**config.mk**
```make
export PLATFORM = sky130hd
export DESIGN_NAME = flash_wp_ctrl
export DESIGN_NICKNAME = d
export VERILOG_FILES = /design/src/rtl/flash_wp_pkg.sv /design/src/rtl/wp_region.sv /design/src/rtl/wp_gate.sv /design/src/rtl/wp_status_reg.sv /design/src/rtl/flash_wp_ctrl.sv
export SDC_FILE = /design/constraint.sdc
export NUM_CORES = 1
export LEC_CHECK = 0
export ABC_AREA = 1
export BUFFER_PORTS_ARGS = -buffer_cell sky130_fd_sc_hd__buf_2
export CORE_MARGIN = 3
export CORE_UTILIZATION = 28
export CTS_CLUSTER_DIAMETER = 80
export DETAILED_ROUTE_END_ITERATION = 16
export GPL_TIMING_DRIVEN = 0
export PLACE_DENSITY = 0.72
export SLEW_MARGIN = 20
export SYNTH_ARGS = -nofsm -noshare
export SYNTH_HDL_FRONTEND = slang
export SYNTH_SLANG_ARGS = --single-unit
```
**constraint.sdc**
```tcl
create_clock -name clk -period 1.2 [get_ports clk]
set_clock_uncertainty 0.2 [all_clocks]
set_input_delay 0.06 -clock clk [delete_from_list [all_inputs] [get_ports clk]]
set_output_delay 0.06 -clock clk [all_outputs]
set_load 0.03 [all_outputs]
```
**src/rtl/flash_wp_pkg.sv**
```systemverilog
package flash_wp_pkg;

  typedef enum logic [2:0] {
    OP_NONE = 3'd0,
    OP_WEN  = 3'd1,
    OP_WDIS = 3'd2,
    OP_WSR  = 3'd3,
    OP_PROG = 3'd4,
    OP_SERS = 3'd5,
    OP_BERS = 3'd6,
    OP_RSVD = 3'd7
  } wp_op_e;

  typedef enum logic [1:0] {
    MODE_OPEN = 2'd0,
    MODE_SOFT = 2'd1,
    MODE_HARD = 2'd2
  } wp_mode_e;

  // Protected top fraction chosen by the block-protect code, judged on the
  // two most significant effective address bits.
  function automatic logic region_locked(input logic [1:0] bp, input logic [1:0] top2);
    case (bp)
      2'b00:   return 1'b0;
      2'b01:   return top2 == 2'b11;
      2'b10:   return top2[1];
      default: return 1'b1;
    endcase
  endfunction

  function automatic wp_mode_e mode_of(input logic srwd, input logic wp_n, input logic [1:0] bp);
    if (srwd && !wp_n) return MODE_HARD;
    if (bp != 2'b00)   return MODE_SOFT;
    return MODE_OPEN;
  endfunction

endpackage

```
**src/rtl/wp_region.sv**
```systemverilog
module wp_region #(
  parameter int EFF_W = 18
) (
  input  logic [1:0]       bp,
  input  logic [EFF_W-1:0] addr,
  output logic             locked
);
  import flash_wp_pkg::*;
  localparam int MSB = EFF_W - 1;

  assign locked = region_locked(bp, addr[MSB -: 2]);
endmodule

```
**src/rtl/wp_gate.sv**
```systemverilog
module wp_gate (
  input  logic       cmd_valid,
  input  logic [2:0] cmd_op,
  input  logic       busy,
  input  logic       wel,
  input  logic       srwd,
  input  logic       wp_n,
  input  logic [1:0] bp,
  input  logic       locked,
  output logic       accept,
  output logic       reject,
  output logic       wsr_commit,
  output logic       wel_set,
  output logic       wel_clr
);
  import flash_wp_pkg::*;
  wp_op_e op;
  logic   hw_lock;

  assign op      = wp_op_e'(cmd_op);
  assign hw_lock = srwd && !wp_n;

  always_comb begin
    accept     = 1'b0;
    reject     = 1'b0;
    wsr_commit = 1'b0;
    wel_set    = 1'b0;
    wel_clr    = 1'b0;
    if (cmd_valid) begin
      if (busy) begin
        reject = 1'b1;
      end else begin
        case (op)
          OP_WEN: begin
            accept  = 1'b1;
            wel_set = 1'b1;
          end
          OP_WDIS: begin
            accept  = 1'b1;
            wel_clr = 1'b1;
          end
          OP_WSR: begin
            wel_clr = 1'b1;
            if (wel && !hw_lock) begin
              accept     = 1'b1;
              wsr_commit = 1'b1;
            end else begin
              reject = 1'b1;
            end
          end
          OP_PROG, OP_SERS: begin
            wel_clr = 1'b1;
            accept  = wel && !locked;
            reject  = !(wel && !locked);
          end
          OP_BERS: begin
            wel_clr = 1'b1;
            accept  = wel && (bp == 2'b00);
            reject  = !(wel && (bp == 2'b00));
          end
          default: reject = 1'b1;
        endcase
      end
    end
  end
endmodule

```
**src/rtl/wp_status_reg.sv**
```systemverilog
module wp_status_reg (
  input  logic       clk,
  input  logic       rst_n,
  input  logic       wsr_commit,
  input  logic [7:0] wdata,
  input  logic       wel_set,
  input  logic       wel_clr,
  output logic       srwd,
  output logic [1:0] bp,
  output logic       wel
);
  always_ff @(posedge clk or negedge rst_n) begin
    if (!rst_n) begin
      srwd <= 1'b0;
      bp   <= 2'b00;
      wel  <= 1'b0;
    end else begin
      if (wsr_commit) begin
        srwd <= wdata[7];
        bp   <= wdata[3:2];
      end
      if (wel_set)      wel <= 1'b1;
      else if (wel_clr) wel <= 1'b0;
    end
  end
endmodule

```
**src/rtl/flash_wp_ctrl.sv**
```systemverilog
module flash_wp_ctrl #(
  parameter int ADDR_W = 24,
  parameter int EFF_W  = 18
) (
  input  logic              clk,
  input  logic              rst_n,
  input  logic              cmd_valid,
  input  logic [2:0]        cmd_op,
  input  logic [ADDR_W-1:0] cmd_addr,
  input  logic [7:0]        cmd_wdata,
  input  logic              wp_n,
  input  logic              busy,
  output logic [7:0]        status_o,
  output logic              acc_o,
  output logic              rej_o,
  output logic [1:0]        prot_mode_o
);
  import flash_wp_pkg::*;

  logic       srwd, wel, locked;
  logic [1:0] bp;
  logic       accept, reject, wsr_commit, wel_set, wel_clr;

  wp_region #(.EFF_W(EFF_W)) u_region (
    .bp     (bp),
    .addr   (cmd_addr[EFF_W-1:0]),
    .locked (locked)
  );

  wp_gate u_gate (
    .cmd_valid  (cmd_valid),
    .cmd_op     (cmd_op),
    .busy       (busy),
    .wel        (wel),
    .srwd       (srwd),
    .wp_n       (wp_n),
    .bp         (bp),
    .locked     (locked),
    .accept     (accept),
    .reject     (reject),
    .wsr_commit (wsr_commit),
    .wel_set    (wel_set),
    .wel_clr    (wel_clr)
  );

  wp_status_reg u_stat (
    .clk        (clk),
    .rst_n      (rst_n),
    .wsr_commit (wsr_commit),
    .wdata      (cmd_wdata),
    .wel_set    (wel_set),
    .wel_clr    (wel_clr),
    .srwd       (srwd),
    .bp         (bp),
    .wel        (wel)
  );

  always_ff @(posedge clk or negedge rst_n) begin
    if (!rst_n) begin
      acc_o <= 1'b0;
      rej_o <= 1'b0;
    end else begin
      acc_o <= accept;
      rej_o <= reject;
    end
  end

  assign status_o    = {srwd, 3'b000, bp, wel, busy};
  assign prot_mode_o = mode_of(srwd, wp_n, bp);
endmodule

```
After elaboration in Yosys (flattened, before gate mapping)
Index checks and enable logic that the tools add are counted.
W data, S select, Z words.

operators by class
  add/sub/neg operators = 0
  $mul = 0
  divide/modulo/power cells = 0
  order comparisons = 0
  equal/unequal tests = 9
  shift operators = 0
  muxes and demuxes = 27
  bitwise gates (word level) = 0
  reduce and logical (&&, ||, !) cells = 15

operator list
  kind                  count
  $mux W1               20
  $eq A3 B3 Y1 const B  3
  $mux W2               4
  $pmux W1 S4           2
  $eq A3 B2 Y1 const B  2
  $logic_not A1 Y1      5
  $reduce_or A5 Y1      1
  $eq A2 B2 Y1 const B  2
  $logic_and A1 B1 Y1   4
  $reduce_bool A2 Y1    2
  $reduce_or A2 Y1      2
  $eq A3 B1 Y1 const B  1
  $pmux W1 S3           1
  $eq A2 B1 Y1 const B  1
  $logic_not A2 Y1      1

word-level totals
  register bits = 6
  latch bits = 0
  memory bits (writable) = 0
  ROM bits = 0
  bits of input ports = 40
  logic and storage cells = 56
  memories = 0

Logic depth before layout (Yosys ltp)
Gate-level depths: netlist of run 1.

  word-level depth = 8
  depth in mapped cells = 9

Hierarchy
From an unflattened synthesis of run 1, not the netlist that was laid out.

unflattened totals
  cells, all modules = 79
  area total of the unflattened synthesis = 467.9 µm²

by module, submodules not included
  module         times used  cells an instance  area an instance (µm²)  sequential area each (µm²)
  wp_gate        1           45                 185.2                   0.0
  wp_status_reg  1           18                 152.6                   100.1
  flash_wp_ctrl  1           13                 116.4                   50.0
  wp_region      1           3                  13.8                    0.0

Worst setup path before layout of run 1
Ideal clock, no wire load.

  path type = register -> output
  start point = register u_stat.bp[1]
  end point = output prot_mode_o[0]
  data arrival time = 1,055 ps
  required time = 940 ps
  setup slack = -115 ps
  cell stages (with the launch flop) = 3
  cell sequence = dfrtp_1 -> nor2_1 -> nor2_1

on the way
  longest elaborated chain between the ends = 5
  elaborated cells between the ends (all ways) = 6
  classes of those cells = mux (5); reduce/logical (1)

ends and longest elaborated chain
  element                   line                 text
  start: declaration        wp_status_reg.sv:9   output logic [1:0] bp,
  start signal: assignment  wp_status_reg.sv:20  bp <= wdata[3:2];
  $reduce_bool A2 Y1 (*)    flash_wp_pkg.sv:33   if (bp != 2'b00) return MODE_SOFT;
  $mux W1 (2 in series)     flash_wp_pkg.sv:33
  $mux W2 (*)               flash_wp_pkg.sv:34   return MODE_OPEN;
  $mux W2 (*)               flash_wp_pkg.sv:33
  end: declaration          flash_wp_ctrl.sv:16  output logic [1:0] prot_mode_o

Mark *: on every way between the ends. The rest lies on a longest branch, timed or not. The select of a mux whose other input is x is not followed.

Worst setup path in the final report of run 1
  start point = register u_stat.srwd
  end point = register rej_o

on the way
  longest elaborated chain between the ends = 7

ends and longest elaborated chain
  element                   line                 text
  start: declaration        wp_status_reg.sv:8   output logic srwd,
  start signal: assignment  wp_status_reg.sv:19  srwd <= wdata[7];
  $logic_and A1 B1 Y1       wp_gate.sv:21        assign hw_lock = srwd && !wp_n;
  $logic_not A1 Y1          wp_gate.sv:44        if (wel && !hw_lock) begin
  $logic_and A1 B1 Y1       wp_gate.sv:44
  $mux W1                   wp_gate.sv:44
  $pmux W1 S4               wp_gate.sv:33        case (op)
  $mux W1                   wp_gate.sv:30        if (busy) begin
  $mux W1                   wp_gate.sv:29        if (cmd_valid) begin
  via reject                flash_wp_ctrl.sv:22  logic accept, reject, wsr_commit, wel_set, wel_clr;
  end signal: assignment    flash_wp_ctrl.sv:64  rej_o <= reject;
  end: declaration          flash_wp_ctrl.sv:15  output logic rej_o,

The timed path passes the listed nets, and every way through them passes these cells.
A chain may end at the register's enable or synchronous reset.

==> metrics.txt, run 1 <==
status=finished with violations; failing checks=hold timing, setup timing; Worst R2R Setup Slack=-0.11 ns; Std-Cell Rows=13; Cell variety after synth=15; DPL Wire Length=832.3 microns; Critical Path Fanout Max=3; drt pass-1 iters=4; PD cells=993.2 mW/mm^2; Startpoint Class=flip-flop; grt total ovfl=0; antenna viol nets, final=0; syn avg cell area=around 7.0 sq um; H-tree Lvls=1; vias post-DR=approximately 500; vias in the first global route=456; clock buffer depth=2; drt wl/cell=10.26 microns; post-synthesis sequential area ratio=34.09%; area post-placement=579.3 sq um; Yosys warning total=0; final period utilization=108.9%; max-slew violations=0; RePlAce Congestion=0.6716; final instance area=775.7 sq um; share of post-route cells with drive strength above 1=52.94%; flops & latches, synth=6; Synth Instances=63; Hold WS=-0.04355 ns; maximum VDD drop=0.6493 mV; Die Ht=between 40 and 50 microns; Setup crit end kind=flip-flop; CTS buffer count=3; Die Wd=approximately 46 microns; Root Driver=clkbuf_4; largest net degree at the start of global routing=7; top cells by area, synth=dfrtp_1 34%, nand2_1 15%, buf_4 12%, inv_1 11%, nand3_2 4.5%; Hold WC Path Type=in -> reg; Initial Util=a little under a third; first-pass GRT wire length=between 1500 and 2000 microns; CTS tree=yes; synthesized cell area=440.4 sq um; # IOs=52; cell leakage power=0.0004305 uW; via/cell ratio=approximately 4.3; worst endpoint required time=1.13 ns; Initial DRC Count=4; Final min period=1.307 ns; clock sinks=6; Max Cap Viol=0; area delta synth->final=76.14%; crit path kind=reg -> reg; critical path arrival=1.24 ns; commonest non-fill, non-tap cell in the layout=buf_2; Antenna Cells=0; post-synth top area share=between 30 and 40%; PnR worst setup slack=-0.1071 ns; Setup Viol. Count Final=7; area of the core=around 0.0014 sq mm; antenna violations before repair=0; RSZ-0062 raised after global routing=yes; Final #Nets=143; IO buf count=21; leading area contributor after synthesis=dfrtp_1; die footprint=0.002085 sq mm; most frequent cells in the layout=17 x buf_2, 15 x nand2_1, 10 x inv_1; Max Freq=about 770 MHz; worst-skew pair later-pin latency=between 0.2 and 0.3 ns; Final Hold Fails=1; GRT Overall Usage=between 10% and 20%; DRC Markers=0; WL final=~1200 microns; Worst-path clk slew=0.05 ns
## metrics by stage
step | total power [uW] | util, % | cells | setup WS, ns | setup TNS [ns]
CTS | 762.6 | 53.21 | 114 | -0.08565 | -0.2297
global placement | 483.1 | 41.90 | 101 | -0.06189 | -0.06189
global route | 827.6 | 56.11 | 117 | -0.1644 | -0.9066
floorplan | 416.8 | - | 65 | -0.03201 | -0.03201
detailed placement | 489.3 | 41.90 | 101 | -0.09373 | -0.2072
finish | 770.5 | 56.11 | 117 | -0.1071 | -0.4164
## cell usage after synthesis
| master | instances |
|---|---|
| nand2_1 | 18 |
| inv_1 | 13 |
| buf_4 | 7 |
| dfrtp_1 | 6 |
| nor2_1 | 5 |
| a21oi_1 | 2 |
| nand2_2 | 2 |
| nand3_2 | 2 |
| nor2_2 | 2 |
| conb_1 | 1 |
| nand4_1 | 1 |
| nand4_2 | 1 |
| nor2_4 | 1 |
| o21ai_1 | 1 |
| o41ai_1 | 1 |
## kinds of logic (layout without fill, tap and decap cells)
kind of cell	count (synthesis)	count (layout)	synth area share, %
flops	6	6	34.09
simple gates	32	32	36.65
buf+inv	20	57	23.01
compound gates	4	4	5.397
other cells	1	3	0.8515
## routing by layer
| layer | GRT usage (%) | vias up | share of wire (%) |
|---|---|---|---|
| met5 | 0 | - | 0 |
| met2 | 20.06 | 21 | 54 |
| met1 | 12.74 | 222 | 37 |
| met4 | 7.018 | 0 | 0 |
| li1 | - | 256 | - |
| met3 | 4.348 | 0 | 8.5 |
## sequential cells by signal (all words and copies together), names as in the netlist
signal	cells
u_stat.bp	2
u_stat.srwd	1
rej_o	1
acc_o	1
u_stat.wel	1
## final cells by class
type	instances	area (sq um)
Fill cell	134	606.8
Inverter	13	48.80
Buffer	6	48.80
Multi-Input combinational cell	39	225.2
Tap cell	15	18.77
Timing Repair Buffer	34	254.0
Clock buffer	4	26.28
Sequential cell	6	153.9
## final timing paths
path	from	endpoint	depth (start not counted)
hold reg to reg	u_stat.bp[1]$_DFFE_PN0P_	u_stat.bp[1]$_DFFE_PN0P_	2
setup reg to reg	u_stat.srwd$_DFFE_PN0P_	rej_o$_DFF_PN0_	8
setup / recovery	u_stat.srwd$_DFFE_PN0P_	rej_o$_DFF_PN0_	8
max in group asynchronous	rst_n	u_stat.wel$_DFFE_PN0P_	3
hold / removal	cmd_op[0]	u_stat.wel$_DFFE_PN0P_	3
min in group asynchronous	rst_n	u_stat.srwd$_DFFE_PN0P_	3
## repair_timing
action,in CTS,in global routing
endpoints found under the hold margin,12,1
hold buffers,7,2
endpoints found under the setup margin,9,8
buffers inserted,3,1
resized for setup,15,5
pin swaps,5,6
gates cloned,0,0
## worst max-delay path: stages (launching register included)
cell,delay [ns]
dfrtp_1,0.39
nand2_2,0.11
nand2_2,0.06
nand2_2,0.07
inv_2,0.05
nor2_4,0.10
nand3_2,0.10
nand2_1,0.07
inv_1,0.04
## power breakdown
part	leakage [uW]	switching, uW	total, uW	internal (uW)
sequential	0.0000689	20.1	248	228
combinational	0.000347	176	321	145
clock	0.0000150	74.9	201	126
total	0.000431	271	770	499
No activity file was read; power rests on OpenSTA's default activity.
==> run 2, diff against run 1 <==
--- a/config.mk
+++ b/config.mk
@@ -7,7 +7,7 @@
 export LEC_CHECK = 0
 export ABC_AREA = 1
 export BUFFER_PORTS_ARGS = -buffer_cell sky130_fd_sc_hd__buf_2
-export CORE_MARGIN = 3
+export CORE_MARGIN = 5
 export CORE_UTILIZATION = 28
 export CTS_CLUSTER_DIAMETER = 80
 export DETAILED_ROUTE_END_ITERATION = 16
==> run 2 against run 1 <==
Compared with the run above:
- the run still ends with hold timing, setup timing left
- highest routed layer is now met4
- design area rose by 0.48%
- power shrank 0.63%
- wire length shrank 2.2%
- cell count grew 0.85%
- critical path type unchanged
- via count up 1.4%
==> metrics.txt, run 2 (synthesis results as in run 1) <==
worst-skew pair later-pin latency=0.24 ns (about the same); Setup Viol. Count Final=7 (unchanged); max-slew violations=0 (unchanged); Initial Util=29.24% (-2.6 points); area delta synth->final=76.99%; final core utilization=51.74% (-4.4 points); # IOs=52 (unchanged); PnR worst setup slack=-0.1018 ns (+0.005358 ns); Die Wd=49.66 microns (+8.8%); cell count after placement=102 (+0.99%); CTS buffer count=3 (unchanged); number of flip-flops under the largest register name=2 (unchanged); DRC Markers=0 (unchanged); cell leakage power=0.0004330 uW (+0.57%); H-tree Lvls=1 (unchanged); Root Driver=clkbuf_4; Antenna Cells=0 (unchanged); clock buffer depth=2 (unchanged); critical path arrival=1.23 ns (about the same); grt total ovfl=0 (unchanged); RSZ-0062 raised after global routing=yes; Initial DRC Count=4 (unchanged); maximum VDD drop=0.6642 mV (+2.3%); vias post-DR=506 (+1.4%); PD cells=982.2 mW/mm^2 (-1.1%); largest net degree at the start of global routing=7 (unchanged); Final min period=1.302 ns (-0.005358 ns); slowest CP cell=dfrtp_1; Psw=266.0 uW (-2.0%); DPL Wire Length=859.6 microns (+3.3%); Logic pwr share=41.3% (-0.4 points); IO buf count=21 (unchanged); drt pass-1 iters=3 (-1); Hold WS=-0.03266 ns (+0.01090 ns); Setup crit end kind=flip-flop; HP Start=cmd_op[0]; first-pass GRT wire length=1828 microns (+3.5%); Max Cap Viol=0 (unchanged); share of post-route cells with drive strength above 1=51.96% (-0.98 points); CP cell instances=nand2_2 -> nand2_1 -> nand2_1 -> inv_1 -> nor2_2 -> nand3_2 -> nand2_1 -> inv_1; Critical Path Fanout Max=3 (unchanged); Layout Cells excl Fill=118 (+0.85%); drt wl/cell=9.949 microns (-3.0%); clock sinks=6 (unchanged); antenna violations before repair=0 (unchanged); max incr delay on CP=0.39 ns (about the same); Hold WC Path Type=in -> reg; hold depth=3 (unchanged); sequential power share=33.5% (+1.3 points); Max Freq=768.2 MHz (+0.41%); antenna viol nets, final=0 (unchanged); Sw Share=34.74% (-0.49 points); via/cell ratio=4.288 (+0.54%); Worst-path clk slew=0.05 ns (about the same); die footprint=0.002466 sq mm (+18%); vias in the first global route=451 (-1.1%); most flop-heavy register=u_stat.bp; CTS tree=yes; crit path kind=reg -> reg; WL final=1174 microns (-2.2%); status=finished with violations; Worst setup startpoint=u_stat.srwd$_DFFE_PN0P_; Reg2Reg Depth=8 (unchanged); Power Total=765.6 uW (-0.63%); Startpoint Class=flip-flop; failing checks=hold timing, setup timing; final period utilization=108.5% (-0.45 points); RePlAce Congestion=0.6899 (+2.7%); clock power share=25.2% (-0.9 points); GRT Overall Usage=9.450% (-2.5 points); filler instances=145 (+8.2%); Crit path top cell by count=nand2_1; worst reg2reg path startpoint=u_stat.srwd$_DFFE_PN0P_; Die Ht=49.66 microns (+8.8%); worst endpoint required time=1.13 ns (about the same); most frequent cells in the layout=17 x nand2_1, 17 x buf_2, 10 x inv_1; Pint=499.6 uW (+0.12%); Final #Nets=143 (unchanged); Std-Cell Rows=14 (+1); area of the core=0.001506 sq mm (+9.0%); Final Hold Fails=1 (unchanged)
==> run 2: changes by cell type in the layout (fill, tap and decap cells not counted) <==
cell and delta:
o41ai_2 +1, nand2_1 +2, o41ai_1 -1, nand2_2 -2
==> run 2: per-layer routing <==
metal	wire, microns	up-vias	track usage (%)
li1	-	255	-
met1	350	230	8.640
met2	690	13	17.16
met3	67	8	3.313
met4	65	0	6.114
met5	0	-	0
==> run 2: power by group through the flow <==
stage | logic (uW) | registers [uW] | clock network [uW]
global placement | 235 | 251 | 0
floorplan | 140 | 277 | 0
CTS | 300 | 254 | 201
detailed placement | 238 | 251 | 0
global route | 342 | 261 | 205
finish | 316 | 257 | 193
==> run 2: path summary, 6_finish.rpt <==
| check | slack (ns) | to |
|---|---|---|
| max reg2reg | -0.10 | rej_o$_DFF_PN0_ |
| min in group asynchronous | 0.51 | u_stat.bp[0]$_DFFE_PN0P_ |
| max | -0.10 | rej_o$_DFF_PN0_ |
| min | -0.03 | u_stat.wel$_DFFE_PN0P_ |
| min reg2reg | 0.38 | u_stat.bp[0]$_DFFE_PN0P_ |
| max in group asynchronous | 0.14 | u_stat.wel$_DFFE_PN0P_ |
==> run 2: worst max-delay path: cells and delay by family (launching register included) <==
kind	cells	cell delay (ns)
buffers and inverters	2	0.08
DFF	1	0.39
and+or+nand+nor	6	0.53
==> run 2: area by class of cell <==
cell class | count | area (sq um) | area share (%)
Clock buffer | 4 | 26.28 | 3.371
Timing Repair Buffer | 33 | 242.7 | 31.14
Multi-Input combinational cell | 39 | 227.7 | 29.21
Buffer | 7 | 60.06 | 7.705
Sequential cell | 6 | 153.9 | 19.74
Tap cell | 16 | 20.02 | 2.568
Inverter | 13 | 48.80 | 6.260
==> run 2: repair_timing <==
action                                  in CTS  in global routing
gates resized for setup                     16                  3
endpoints found under the hold margin       12                  1
pin swaps                                    2                  4
endpoints found under the setup margin       6                 10
hold buffers                                 7                  2
setup buffers                                2                  1
==> run 2: per-stage QoR <==
stage | instance area (sq um) | setup WS [ns] | setup TNS, ns
global placement | 580.6 | -0.04881 | -0.04881
finish | 779.5 | -0.1018 | -0.3688
CTS | 733.2 | -0.06913 | -0.2088
floorplan | 455.4 | -0.03201 | -0.03201
global route | 779.5 | -0.1731 | -0.8603
detailed placement | 580.6 | -0.06821 | -0.07688
==> run 3, diff against run 2 <==
--- a/config.mk
+++ b/config.mk
@@ -8,12 +8,14 @@
 export ABC_AREA = 1
 export BUFFER_PORTS_ARGS = -buffer_cell sky130_fd_sc_hd__buf_2
 export CORE_MARGIN = 5
-export CORE_UTILIZATION = 28
+export CORE_UTILIZATION = 29
 export CTS_CLUSTER_DIAMETER = 80
 export DETAILED_ROUTE_END_ITERATION = 16
 export GPL_TIMING_DRIVEN = 0
-export PLACE_DENSITY = 0.72
+export PLACE_DENSITY = 0.73
+export REMOVE_ABC_BUFFERS = 1
 export SLEW_MARGIN = 20
 export SYNTH_ARGS = -nofsm -noshare
 export SYNTH_HDL_FRONTEND = slang
+export SYNTH_HIERARCHICAL = 1
 export SYNTH_SLANG_ARGS = --single-unit
==> run 3 against run 2 <==
Compared with the run above:
- the run still ends with hold timing, setup timing left
- design area fell by 4.2%
- synthesized area rose by 6.3%
- die area rose by 2.1%
- flip-flop and latch count did not move
- core utilization fell by 2.7 points
- worst hold slack got worse by 0.0040 ns
- worst setup slack got worse by 0.019 ns
- largest cell class is now multi-input combinational cells
- highest routed layer is now met3
==> metrics.txt, run 3 <==
status=finished with violations; failing checks=hold timing, setup timing; IO buf count=21 (unchanged); Hold WS=-0.03663 ns (-0.003971 ns); DPL Wire Length=898.2 microns (+4.5%); Antenna Cells=0 (unchanged); Logic pwr share=44.1% (+2.8 points); post-synth top area share=32.09% (-2.0 points); Worst-path clk slew=0.05 ns (about the same); area of the core=0.001524 sq mm (+1.2%); async set-or-reset flop fraction in the synthesized netlist=100.0% (unchanged); synthesized cell area=467.9 sq um (+6.3%); most frequent cells after synthesis=29 x nand2_1, 13 x inv_1, 12 x nor2_1; PnR worst setup slack=-0.1205 ns (-0.01874 ns); Psw=317.2 uW (+19%); clock sinks=6 (unchanged); number of flip-flops under the largest register name=2 (unchanged); RePlAce Congestion=0.9099 (+32%); worst endpoint required time=1.13 ns (about the same); cell count after placement=112 (+9.8%); Hold WC Path Type=in -> reg; Final #Nets=153 (+7.0%); Fin Setup TNS=-0.3311 ns (+0.03766 ns); Worst setup startpoint=u_stat/bp[0]$_DFFE_PN0P_; flops & latches, synth=6 (unchanged); Die Wd=50.17 microns (+1.0%); worst reg2reg path startpoint=u_stat/bp[0]$_DFFE_PN0P_; drt wl/cell=9.693 microns (-2.6%); die footprint=0.002517 sq mm (+2.1%); ys flop type=dfrtp_1; Hold Buf Count CTS=7 (unchanged); Startpoint Class=flip-flop; vias in the first global route=473 (+4.9%); GRT Overall Usage=10.15% (+0.70 points); cell leakage power=0.0004217 uW (-2.6%); PD cells=1096 mW/mm^2 (+12%); clock buffer depth=2 (unchanged); Pint=501.5 uW (+0.36%); Critical Path Sink=rej_o$_DFF_PN0_; syn avg cell area=5.923 sq um (-15%); Setup Viol. Count Final=6 (-1); # IOs=52 (unchanged); first-pass GRT wire length=1959 microns (+7.2%); antenna viol nets, final=0 (unchanged); antenna violations before repair=0 (unchanged); share of post-route cells with drive strength above 1=38.74% (-13 points); Max Freq=757.3 MHz (-1.4%); maximum VDD drop=0.6386 mV (-3.8%); CTS tree=yes; sequential power share=32.3% (-1.2 points); max-slew violations=0 (unchanged); RSZ-0062 raised after global routing=yes; most flop-heavy register=u_stat/bp; filler instances=152 (+4.8%); post-synthesis sequential area ratio=32.09% (-2.0 points); top-count cell post-synth=nand2_1; Die Ht=50.17 microns (+1.0%); most frequent cells in the layout=27 x nand2_1, 17 x buf_2, 12 x inv_1; crit path kind=reg -> reg; top cells by area, synth=dfrtp_1 32%, nand2_1 23%, inv_1 10%, buf_4 9.6%, nor2_1 9.6%; leading area contributor after synthesis=dfrtp_1; critical path arrival=1.25 ns (+0.02 ns); pre-CTS WS=-0.1584 ns (-0.09022 ns); worst-skew pair later-pin latency=0.25 ns (about the same); Sw Share=38.75% (+4.0 points); Initial Util=30.71% (+1.5 points); vias post-DR=552 (+9.1%); Final min period=1.321 ns (+0.01874 ns); Post-synth EDFFs=0 (unchanged); via/cell ratio=4.346 (+1.4%); largest net degree at the start of global routing=8 (+1); Layout Cells excl Fill=127 (+7.6%); Final Hold Fails=1 (unchanged); H-tree Lvls=1 (unchanged); drt pass-1 iters=4 (+1); Worst R2R Setup Slack=-0.12 ns (-0.02 ns); Critical Path Fanout Max=6 (+3); WL final=1231 microns (+4.9%); commonest non-fill, non-tap cell in the layout=nand2_1; Setup crit end kind=flip-flop; grt total ovfl=0 (unchanged); final period utilization=110.0% (+1.6 points); Reg-to-Reg End=rej_o$_DFF_PN0_; Initial DRC Count=11 (+7); Max Cap Viol=0 (unchanged); clock power share=23.6% (-1.6 points); Reg2Reg Depth=8 (unchanged); area delta synth->final=59.63%; DRC Markers=0 (unchanged); Std-Cell Rows=14 (unchanged); CTS buffer count=3 (unchanged); Root Driver=clkbuf_4; Yosys warning total=6 (+6); Synth Instances=79 (+25%); Cell variety after synth=12 (-3)
[run 3: changes by cell type after synthesis, sizes merged]
cell and change:
nand2 +9, nor2 +6, nand3 +5, nand4 -2, a21oi -1, buf -1, inv +1, o41ai -1
[run 3: critical path, cell delays in order, from the launching register on]
cell	delay (ns)
dfrtp_2	0.44
o21ai_2	0.12
nand2_1	0.06
inv_1	0.05
nand2_1	0.06
nand2_1	0.06
nand3_1	0.06
nor2_1	0.09
nor2_1	0.05
[run 3: power groups by stage]
stage                     Combinational (uW)  Clock [uW]  Sequential (uW)
final                                    361         193              264
after CTS                                339         198              257
after global placement                   255           0              262
after global routing                     394         217              270
after detailed placement                 260           0              263
after floorplan                          125           0              306
[run 3: through the flow]
stage               area, sq um  utilization, %  total power, uW
floorplan                 430.4               -            430.6
global placement          555.5           36.45            517.0
detailed placement        555.5           36.45            522.6
CTS                       711.9           46.72            795.2
global route              747.0           49.01            880.5
finish                    747.0           49.01            818.7
[run 3: worst min path at each step]
| stage | slack (ns) | depth (start not counted) | end | from |
|---|---|---|---|---|
| final | -0.04 | 4 | acc_o$_DFF_PN0_ | busy |
| after global routing | -0.006 | 4 | acc_o$_DFF_PN0_ | busy |
| after CTS | 0.006 | 5 | rej_o$_DFF_PN0_ | busy |
| after detailed placement | -0.31 | 1 | rej_o$_DFF_PN0_ | rst_n |
| after global placement | -0.32 | 1 | rej_o$_DFF_PN0_ | rst_n |
| after floorplan | -0.44 | 0 | acc_o$_DFF_PN0_ | rst_n |
[run 3: layer usage]
layer / global-route usage, % / wire (microns) / share of wire [%] / vias up
met3: 5.917 / 122 / 9.9 / 0
met2: 14.85 / 608 / 49 / 26
met4: 2.620 / 0 / 0 / 0
met1: 12.68 / 500 / 41 / 239
met5: 0 / 0 / 0 / -
li1: - / - / - / 287
[run 3: cell families (layout without fill, tap and decap cells)]
group	Yosys count	after routing	share of synthesized area (%)
other cells	1	3	0.8014
buf+inv	20	50	20.85
simple gates	50	50	44.12
compound gates	2	2	2.137
flops	6	6	32.08
[run 3: final cells by class]
class | count | area (sq um) | area share, %
Multi-Input combinational cell | 55 | 252.7 | 33.84
Timing Repair Buffer | 33 | 245.2 | 32.83
Sequential cell | 6 | 153.9 | 20.60
Inverter | 14 | 52.55 | 7.035
Clock buffer | 3 | 22.52 | 3.015
Tap cell | 16 | 20.02 | 2.680
[run 3: repair_timing]
action                                  in CTS  in global routing
hold endpoints to repair                    12                  1
resized for setup                           12                  9
gates cloned                                 0                  0
endpoints found under the setup margin       9                 10
pin swaps                                    8                  3
setup buffers                                4                  2
